File: config.mk
export PLATFORM = sky130hd
export DESIGN_NAME = i2c_eeprom_target
export DESIGN_NICKNAME = d
export VERILOG_FILES = /design/src/rtl/i2c_ee_pkg.sv /design/src/rtl/i2c_line_sync.sv /design/src/rtl/i2c_ee_addr_ctr.sv /design/src/rtl/i2c_ee_mem.sv /design/src/rtl/i2c_eeprom_target.sv
export SDC_FILE = /design/constraint.sdc
export NUM_CORES = 2
export LEC_CHECK = 0
export BUFFER_PORTS_ARGS = -buffer_cell sky130_fd_sc_hd__buf_2
export CAP_MARGIN = 20
export CORE_MARGIN = 10
export CORE_UTILIZATION = 60
export CTS_BUF_LIST = sky130_fd_sc_hd__clkbuf_4 sky130_fd_sc_hd__clkbuf_8 sky130_fd_sc_hd__clkbuf_16
export CTS_CLUSTER_SIZE = 8
export DETAILED_ROUTE_END_ITERATION = 12
export GPL_TIMING_DRIVEN = 0
export HOLD_SLACK_MARGIN = 0.1
export PLACE_DENSITY = 0.8
export RECOVER_POWER = 25
export SLEW_MARGIN = 40
export SYNTH_ARGS = -nofsm -noshare
export SYNTH_HDL_FRONTEND = slang
export SYNTH_HIERARCHICAL = 1
export SYNTH_SLANG_ARGS = --single-unit
File: constraint.sdc
create_clock -name clk_i -period 5.79 [get_ports clk_i]
set_input_delay 0.2895 -clock clk_i [delete_from_list [all_inputs] [get_ports clk_i]]
set_output_delay 0.2895 -clock clk_i [all_outputs]
set_load 0.03 [all_outputs]
File: src/rtl/i2c_ee_pkg.sv
package i2c_ee_pkg;
  localparam int BYTE_W = 8;
  localparam logic [3:0] SEL_PREFIX = 4'b1010;

  typedef enum logic [3:0] {
    ST_IDLE,
    ST_DEV,
    ST_AHI,
    ST_ALO,
    ST_WDAT,
    ST_ACK,
    ST_RDAT,
    ST_RACK,
    ST_RLOAD
  } ee_state_e;
endpackage

File: src/rtl/i2c_line_sync.sv
module i2c_line_sync #(
  parameter int STAGES = 2
) (
  input  logic clk_i,
  input  logic rst_ni,
  input  logic scl_i,
  input  logic sda_i,
  output logic sda_o,
  output logic scl_rise_o,
  output logic scl_fall_o,
  output logic start_o,
  output logic stop_o
);
  logic [STAGES-1:0] scl_ff, sda_ff;
  logic scl_q, sda_q, scl_d, sda_d;

  generate
    if (STAGES == 1) begin : g_one
      always_ff @(posedge clk_i or negedge rst_ni) begin
        if (!rst_ni) begin
          scl_ff <= '1;
          sda_ff <= '1;
        end else begin
          scl_ff <= scl_i;
          sda_ff <= sda_i;
        end
      end
    end else begin : g_chain
      always_ff @(posedge clk_i or negedge rst_ni) begin
        if (!rst_ni) begin
          scl_ff <= '1;
          sda_ff <= '1;
        end else begin
          scl_ff <= {scl_ff[STAGES-2:0], scl_i};
          sda_ff <= {sda_ff[STAGES-2:0], sda_i};
        end
      end
    end
  endgenerate

  assign scl_q = scl_ff[STAGES-1];
  assign sda_q = sda_ff[STAGES-1];

  always_ff @(posedge clk_i or negedge rst_ni) begin
    if (!rst_ni) begin
      scl_d <= 1'b1;
      sda_d <= 1'b1;
    end else begin
      scl_d <= scl_q;
      sda_d <= sda_q;
    end
  end

  assign sda_o      = sda_q;
  assign scl_rise_o = scl_q & ~scl_d;
  assign scl_fall_o = ~scl_q & scl_d;
  // conditions only count while the clock is stable high
  assign start_o    = scl_q & scl_d & sda_d & ~sda_q;
  assign stop_o     = scl_q & scl_d & ~sda_d & sda_q;
endmodule

File: src/rtl/i2c_ee_addr_ctr.sv
module i2c_ee_addr_ctr #(
  parameter int ADDR_W = 7
) (
  input  logic              clk_i,
  input  logic              rst_ni,
  input  logic              load_i,
  input  logic [ADDR_W-1:0] load_val_i,
  input  logic              inc_i,
  output logic [ADDR_W-1:0] addr_o
);
  logic [ADDR_W-1:0] addr_q;

  always_ff @(posedge clk_i or negedge rst_ni) begin
    if (!rst_ni)     addr_q <= '0;
    else if (load_i) addr_q <= load_val_i;
    else if (inc_i)  addr_q <= addr_q + ADDR_W'(1);  // wraps at top
  end

  assign addr_o = addr_q;
endmodule

File: src/rtl/i2c_ee_mem.sv
module i2c_ee_mem
  import i2c_ee_pkg::*;
#(
  parameter int ADDR_W = 7
) (
  input  logic              clk_i,
  input  logic              rst_ni,
  input  logic              we_i,
  input  logic [ADDR_W-1:0] addr_i,
  input  logic [BYTE_W-1:0] wdata_i,
  output logic [BYTE_W-1:0] rdata_o
);
  localparam int DEPTH = 1 << ADDR_W;

  logic [BYTE_W-1:0] mem_q [DEPTH];

  for (genvar i = 0; i < DEPTH; i++) begin : g_row
    always_ff @(posedge clk_i or negedge rst_ni) begin
      if (!rst_ni)                             mem_q[i] <= '0;
      else if (we_i && addr_i == ADDR_W'(i))   mem_q[i] <= wdata_i;
    end
  end

  assign rdata_o = mem_q[addr_i];
endmodule

File: src/rtl/i2c_eeprom_target.sv
module i2c_eeprom_target
  import i2c_ee_pkg::*;
#(
  parameter int ADDR_W      = 7,
  parameter int SYNC_STAGES = 2
) (
  input  logic       clk_i,
  input  logic       rst_ni,
  input  logic       scl_i,
  input  logic       sda_i,
  input  logic [2:0] chip_sel_i,
  output logic       sda_pd_o,
  output logic       standby_o
);
  logic sda_s, scl_rise, scl_fall, start_det, stop_det;

  i2c_line_sync #(.STAGES(SYNC_STAGES)) u_sync (
    .clk_i      (clk_i),
    .rst_ni     (rst_ni),
    .scl_i      (scl_i),
    .sda_i      (sda_i),
    .sda_o      (sda_s),
    .scl_rise_o (scl_rise),
    .scl_fall_o (scl_fall),
    .start_o    (start_det),
    .stop_o     (stop_det)
  );

  ee_state_e         state_q, ret_q;
  logic [2:0]        bit_cnt_q;
  logic [BYTE_W-1:0] sh_q, ahi_q;
  logic              ack_on_q, sda_pd_q;

  logic [BYTE_W-1:0] byte_in, rdata;
  logic [ADDR_W-1:0] addr, load_val;
  logic              mem_we, ctr_load, ctr_inc, last_bit;

  assign byte_in  = {sh_q[BYTE_W-2:0], sda_s};
  assign last_bit = scl_rise && bit_cnt_q == 3'd7;
  assign load_val = ADDR_W'({ahi_q, byte_in});  // upper bits dropped

  always_comb begin
    mem_we   = 1'b0;
    ctr_load = 1'b0;
    ctr_inc  = 1'b0;
    if (!start_det && !stop_det && last_bit) begin
      case (state_q)
        ST_ALO:  ctr_load = 1'b1;
        ST_WDAT: begin mem_we = 1'b1; ctr_inc = 1'b1; end
        ST_RDAT: ctr_inc = 1'b1;  // counts even if master then NACKs
        default: ;
      endcase
    end
  end

  i2c_ee_addr_ctr #(.ADDR_W(ADDR_W)) u_ctr (
    .clk_i      (clk_i),
    .rst_ni     (rst_ni),
    .load_i     (ctr_load),
    .load_val_i (load_val),
    .inc_i      (ctr_inc),
    .addr_o     (addr)
  );

  i2c_ee_mem #(.ADDR_W(ADDR_W)) u_mem (
    .clk_i   (clk_i),
    .rst_ni  (rst_ni),
    .we_i    (mem_we),
    .addr_i  (addr),
    .wdata_i (byte_in),
    .rdata_o (rdata)
  );

  always_ff @(posedge clk_i or negedge rst_ni) begin
    if (!rst_ni) begin
      state_q   <= ST_IDLE;
      ret_q     <= ST_IDLE;
      bit_cnt_q <= '0;
      sh_q      <= '0;
      ahi_q     <= '0;
      ack_on_q  <= 1'b0;
      sda_pd_q  <= 1'b0;
    end else if (start_det) begin
      state_q   <= ST_DEV;
      bit_cnt_q <= '0;
      ack_on_q  <= 1'b0;
      sda_pd_q  <= 1'b0;
    end else if (stop_det) begin
      state_q  <= ST_IDLE;
      ack_on_q <= 1'b0;
      sda_pd_q <= 1'b0;
    end else begin
      case (state_q)
        ST_DEV, ST_AHI, ST_ALO, ST_WDAT: begin
          if (scl_rise) begin
            sh_q      <= byte_in;
            bit_cnt_q <= bit_cnt_q + 3'd1;
            if (bit_cnt_q == 3'd7) begin
              ack_on_q <= 1'b0;
              state_q  <= ST_ACK;
              case (state_q)
                ST_DEV: begin
                  if (byte_in[7:4] == SEL_PREFIX && byte_in[3:1] == chip_sel_i)
                    ret_q <= byte_in[0] ? ST_RDAT : ST_AHI;
                  else
                    state_q <= ST_IDLE;
                end
                ST_AHI: begin
                  ahi_q <= byte_in;
                  ret_q <= ST_ALO;
                end
                default: ret_q <= ST_WDAT;
              endcase
            end
          end
        end
        ST_ACK: begin
          if (scl_fall) begin
            if (!ack_on_q) begin
              sda_pd_q <= 1'b1;
              ack_on_q <= 1'b1;
            end else begin
              ack_on_q  <= 1'b0;
              bit_cnt_q <= '0;
              state_q   <= ret_q;
              if (ret_q == ST_RDAT) begin
                sh_q     <= rdata;
                sda_pd_q <= ~rdata[BYTE_W-1];
              end else begin
                sda_pd_q <= 1'b0;
              end
            end
          end
        end
        ST_RDAT: begin
          if (scl_rise) begin
            sh_q      <= {sh_q[BYTE_W-2:0], 1'b0};
            bit_cnt_q <= bit_cnt_q + 3'd1;
            if (bit_cnt_q == 3'd7) state_q <= ST_RACK;
          end else if (scl_fall) begin
            sda_pd_q <= ~sh_q[BYTE_W-1];
          end
        end
        ST_RACK: begin
          if (scl_fall) sda_pd_q <= 1'b0;
          else if (scl_rise) state_q <= sda_s ? ST_IDLE : ST_RLOAD;
        end
        ST_RLOAD: begin
          if (scl_fall) begin
            sh_q      <= rdata;
            sda_pd_q  <= ~rdata[BYTE_W-1];
            bit_cnt_q <= '0;
            state_q   <= ST_RDAT;
          end
        end
        default: ;
      endcase
    end
  end

  assign sda_pd_o  = sda_pd_q;
  assign standby_o = (state_q == ST_IDLE);
endmodule

==> impl_metrics.toml <==
[power]
leakagePower_nw = 26.25
finalPower_mw = 17.96
power_density_nw_per_um2 = 323.7
peakVddDrop_v = 0.0002944

[cells_and_area]
drive_gt1_frac = 0.4967
final_area_um2 = 55490
nNetsFinal = 3505
final_core_util = 0.6780
syn_to_final_growth_pct = 12.41

[run_status]
outcome = "finished with violations"
failed_checks = "max-capacitance violations, max-slew violations"

[floorplanning]
initial_utilization = 0.6032
dieArea_um2 = 94150
ioPinCount = 9
rows = 105
die_h_um = 306.8
core_area_um2 = 81850
die_w_um = 306.8

[run]
cap_viol_max_count = 2

[setup_path]
end_kind = "flop"
cp.required_ns = 6.44
arrival_ns = 6.44
path_max_fanout = 10
start_kind = "flop"
worstSetupPathType = "reg -> reg"

[synthesis]
synth-edff-count = 0
synth_warnings = 6
synth_ff_type = "dfrtp_1"
yosys-top-cells-area = "dfrtp_1 53%, mux2_2 24%, mux4_2 9.0%"
synth_area_per_cell_um2 = 14.93
synthArstFlopShare = 1.000
netlist_top_cells_count = "1051 x dfrtp_1, 1045 x mux2_2, 198 x mux4_2"
synthDistinctLibCells = 80
synth_top_area_frac = 0.5327
synth.cell_area_um2 = 49370
synth_nets = 3316
synthCells = 3306
synth-seq-area-share = 0.5359
synth_most_common_cell = "dfrtp_1"
synth_area_leader_cell = "dfrtp_1"
ys_ff_latch = 1057

[grt]
grt_first_pass_wirelength_mm = 273.0
grtUsageTotal = 0.4195
grt_pass1_vias = 34960
grt_overflow = 0
grt_max_degree = 117
antenna_found_initial = 17

[timing]
setup_viol = 0
fin_crit_sh = 0.9998
fin_setup_tns_ns = 0
rsz0062_at_grt = "false"
max_slew_margin = -1.075
maxSlewViolCount = 276
holdWs_ns = 0.2029
fmax_mhz = 172.7
worst_pin_slew_ns = 3.113
hold_violations = 0
finalClockSkew_ns = 0.02451
final.min_clock_period_ns = 5.789

[clock_tree]
numCtsBuffers = 150
clockBufferDepth = 3
cts_setup_buffers = 0
path_clk_slew_ns = 0.06
cts.sinks = 1057
cts_tree = "done"
cts_root_buf = "clkbuf_16"
worstSkewPairLatency_ns = 0.75
htreeDepth = 4

[routing]
drc = 0
drtIter0Drc = 4661
num_vias = 33940
wl_mm = 196.7
viasPerCell = 7.391
wl_per_cell_um = 42.83
final_antenna_net_count = 0
dr.pass1.iters = 6

[min_path]
hp-class = "in -> reg"

[placement]
finalWeightedCongestion = 1.071
place.port_buffers = 8
place_area_um2 = 51350
hpwl_mm = 134.9
[stage by stage]
stage	instances	setup WS, ns
3_5_place_dp	4407	0.5044
3_3_place_gp	4384	-16.98
6_report	4592	0.0009255
2_1_floorplan	3306	2.771
5_1_grt	4587	0.1175
4_1_cts	4586	0.4364
[power breakdown]
| part | switching (mW) | internal, mW | total [mW] |
|---|---|---|---|
| Clock | 3.23 | 4.74 | 7.98 |
| Combinational | 2.04 | 0.419 | 2.46 |
| Sequential | 0.0757 | 7.45 | 7.53 |
| Total | 5.35 | 12.6 | 18.0 |
[final cells by class]
| class | instances | area [um^2] |
|---|---|---|
| multi-input cells | 2004 | 21750 |
| well taps | 1070 | 1339 |
| clock inverters | 13 | 251.5 |
| diodes | 5 | 12.51 |
| inverters | 6 | 22.52 |
| clock buffers | 161 | 3871 |
| repair buffers | 37 | 475.5 |
| flip-flops and latches | 1057 | 26460 |
| plain buffers | 239 | 1315 |
| fillers | 5585 | 26350 |
[timing repair]
item,in CTS,in global routing
endpoints found under the hold margin,232,0
resized for setup,0,0
endpoints found under the setup margin,0,0
hold buffers,5,0
[cells by family after synthesis]
| kind of cell | synth area share |
|---|---|
| XOR/XNOR | 0.001242 |
| multiplexers | 0.3689 |
| AO/OA/AOI/OAI | 0.02484 |
| adder cells (fa/ha/maj) | 0.0007604 |
| AND/OR/NAND/NOR | 0.04283 |
| flip-flops | 0.5359 |
| buffers and inverters | 0.02547 |
[sequential cells by signal (all words and copies together), names as in the netlist]
register,cells
sh_q,8
u_sync/sda_d,1
u_mem/mem_q,1024
u_sync/scl_ff,2
sda_pd_o,1
u_sync/scl_d,1
ret_q,3
ack_on_q,1
bit_cnt_q,3
state_q,4
u_sync/sda_ff,2
u_ctr/addr_o,7
[cells in the final DEF, fill, tap and decap left out, types with 9 or more instances in the layout]
cell       synthesis  routed
a211oi_1          10      10
a21oi_1           32      32
a22oi_1           46      46
a31oi_1           10      10
and2_1            10      10
buf_16             0       9
buf_2             38      49
buf_4             23      27
buf_6             14      19
clkbuf_1         150      94
clkbuf_16          0     152
clkbuf_2           0      59
clkbuf_4           0      13
dfrtp_1         1051    1051
mux2_2          1045    1045
mux2i_1          161     161
mux4_2           198     198
nand2_1          100      91
nand2_2           24      33
nand3_1           30      30
nand4_1            9       9
nor2_1            51      43
nor2_2            77      84
nor2b_1           19      19
nor3_1            18      17
o21ai_0           15      15
o22ai_1           13      13
[worst paths after layout]
kind,slack (ns),end,depth (start not counted),from
setup / recovery,0.0009,sda_pd_o,13,u_ctr/addr_o[3]
hold / removal,0.20,u_sync/scl_ff[0],2,scl_i
setup reg to reg,0.0009,sda_pd_o,13,u_ctr/addr_o[3]
hold reg to reg,0.36,u_sync/scl_ff[1],0,u_sync/scl_ff[0]
max in group asynchronous,0.99,u_mem/mem_q[845],5,rst_ni
min in group asynchronous,1.69,u_mem/mem_q[535],3,rst_ni
[metal layers]
layer / up-vias / GRT usage / wire length, um
li1: 12590 / - / -
met1: 17990 / 0.5286 / 71260
met2: 2569 / 0.5888 / 82110
met3: 773 / 0.1688 / 26920
met4: 18 / 0.2885 / 16260
met5: - / 0 / 117
[worst max-delay path, stage by stage, from the launching register on]
cell and delay, ns:
dfrtp_1 0.44, buf_2 0.36, buf_2 0.52, buf_2 0.54, buf_2 0.81, mux4_2 0.43, o21ai_0 0.53, nand3_1 0.42
o32ai_1 0.39, nand2_1 0.30, o311a_1 0.42, o21ai_0 0.18, a21oi_1 0.09, nor3_1 0.18
Power figures use the tool's default switching activity.
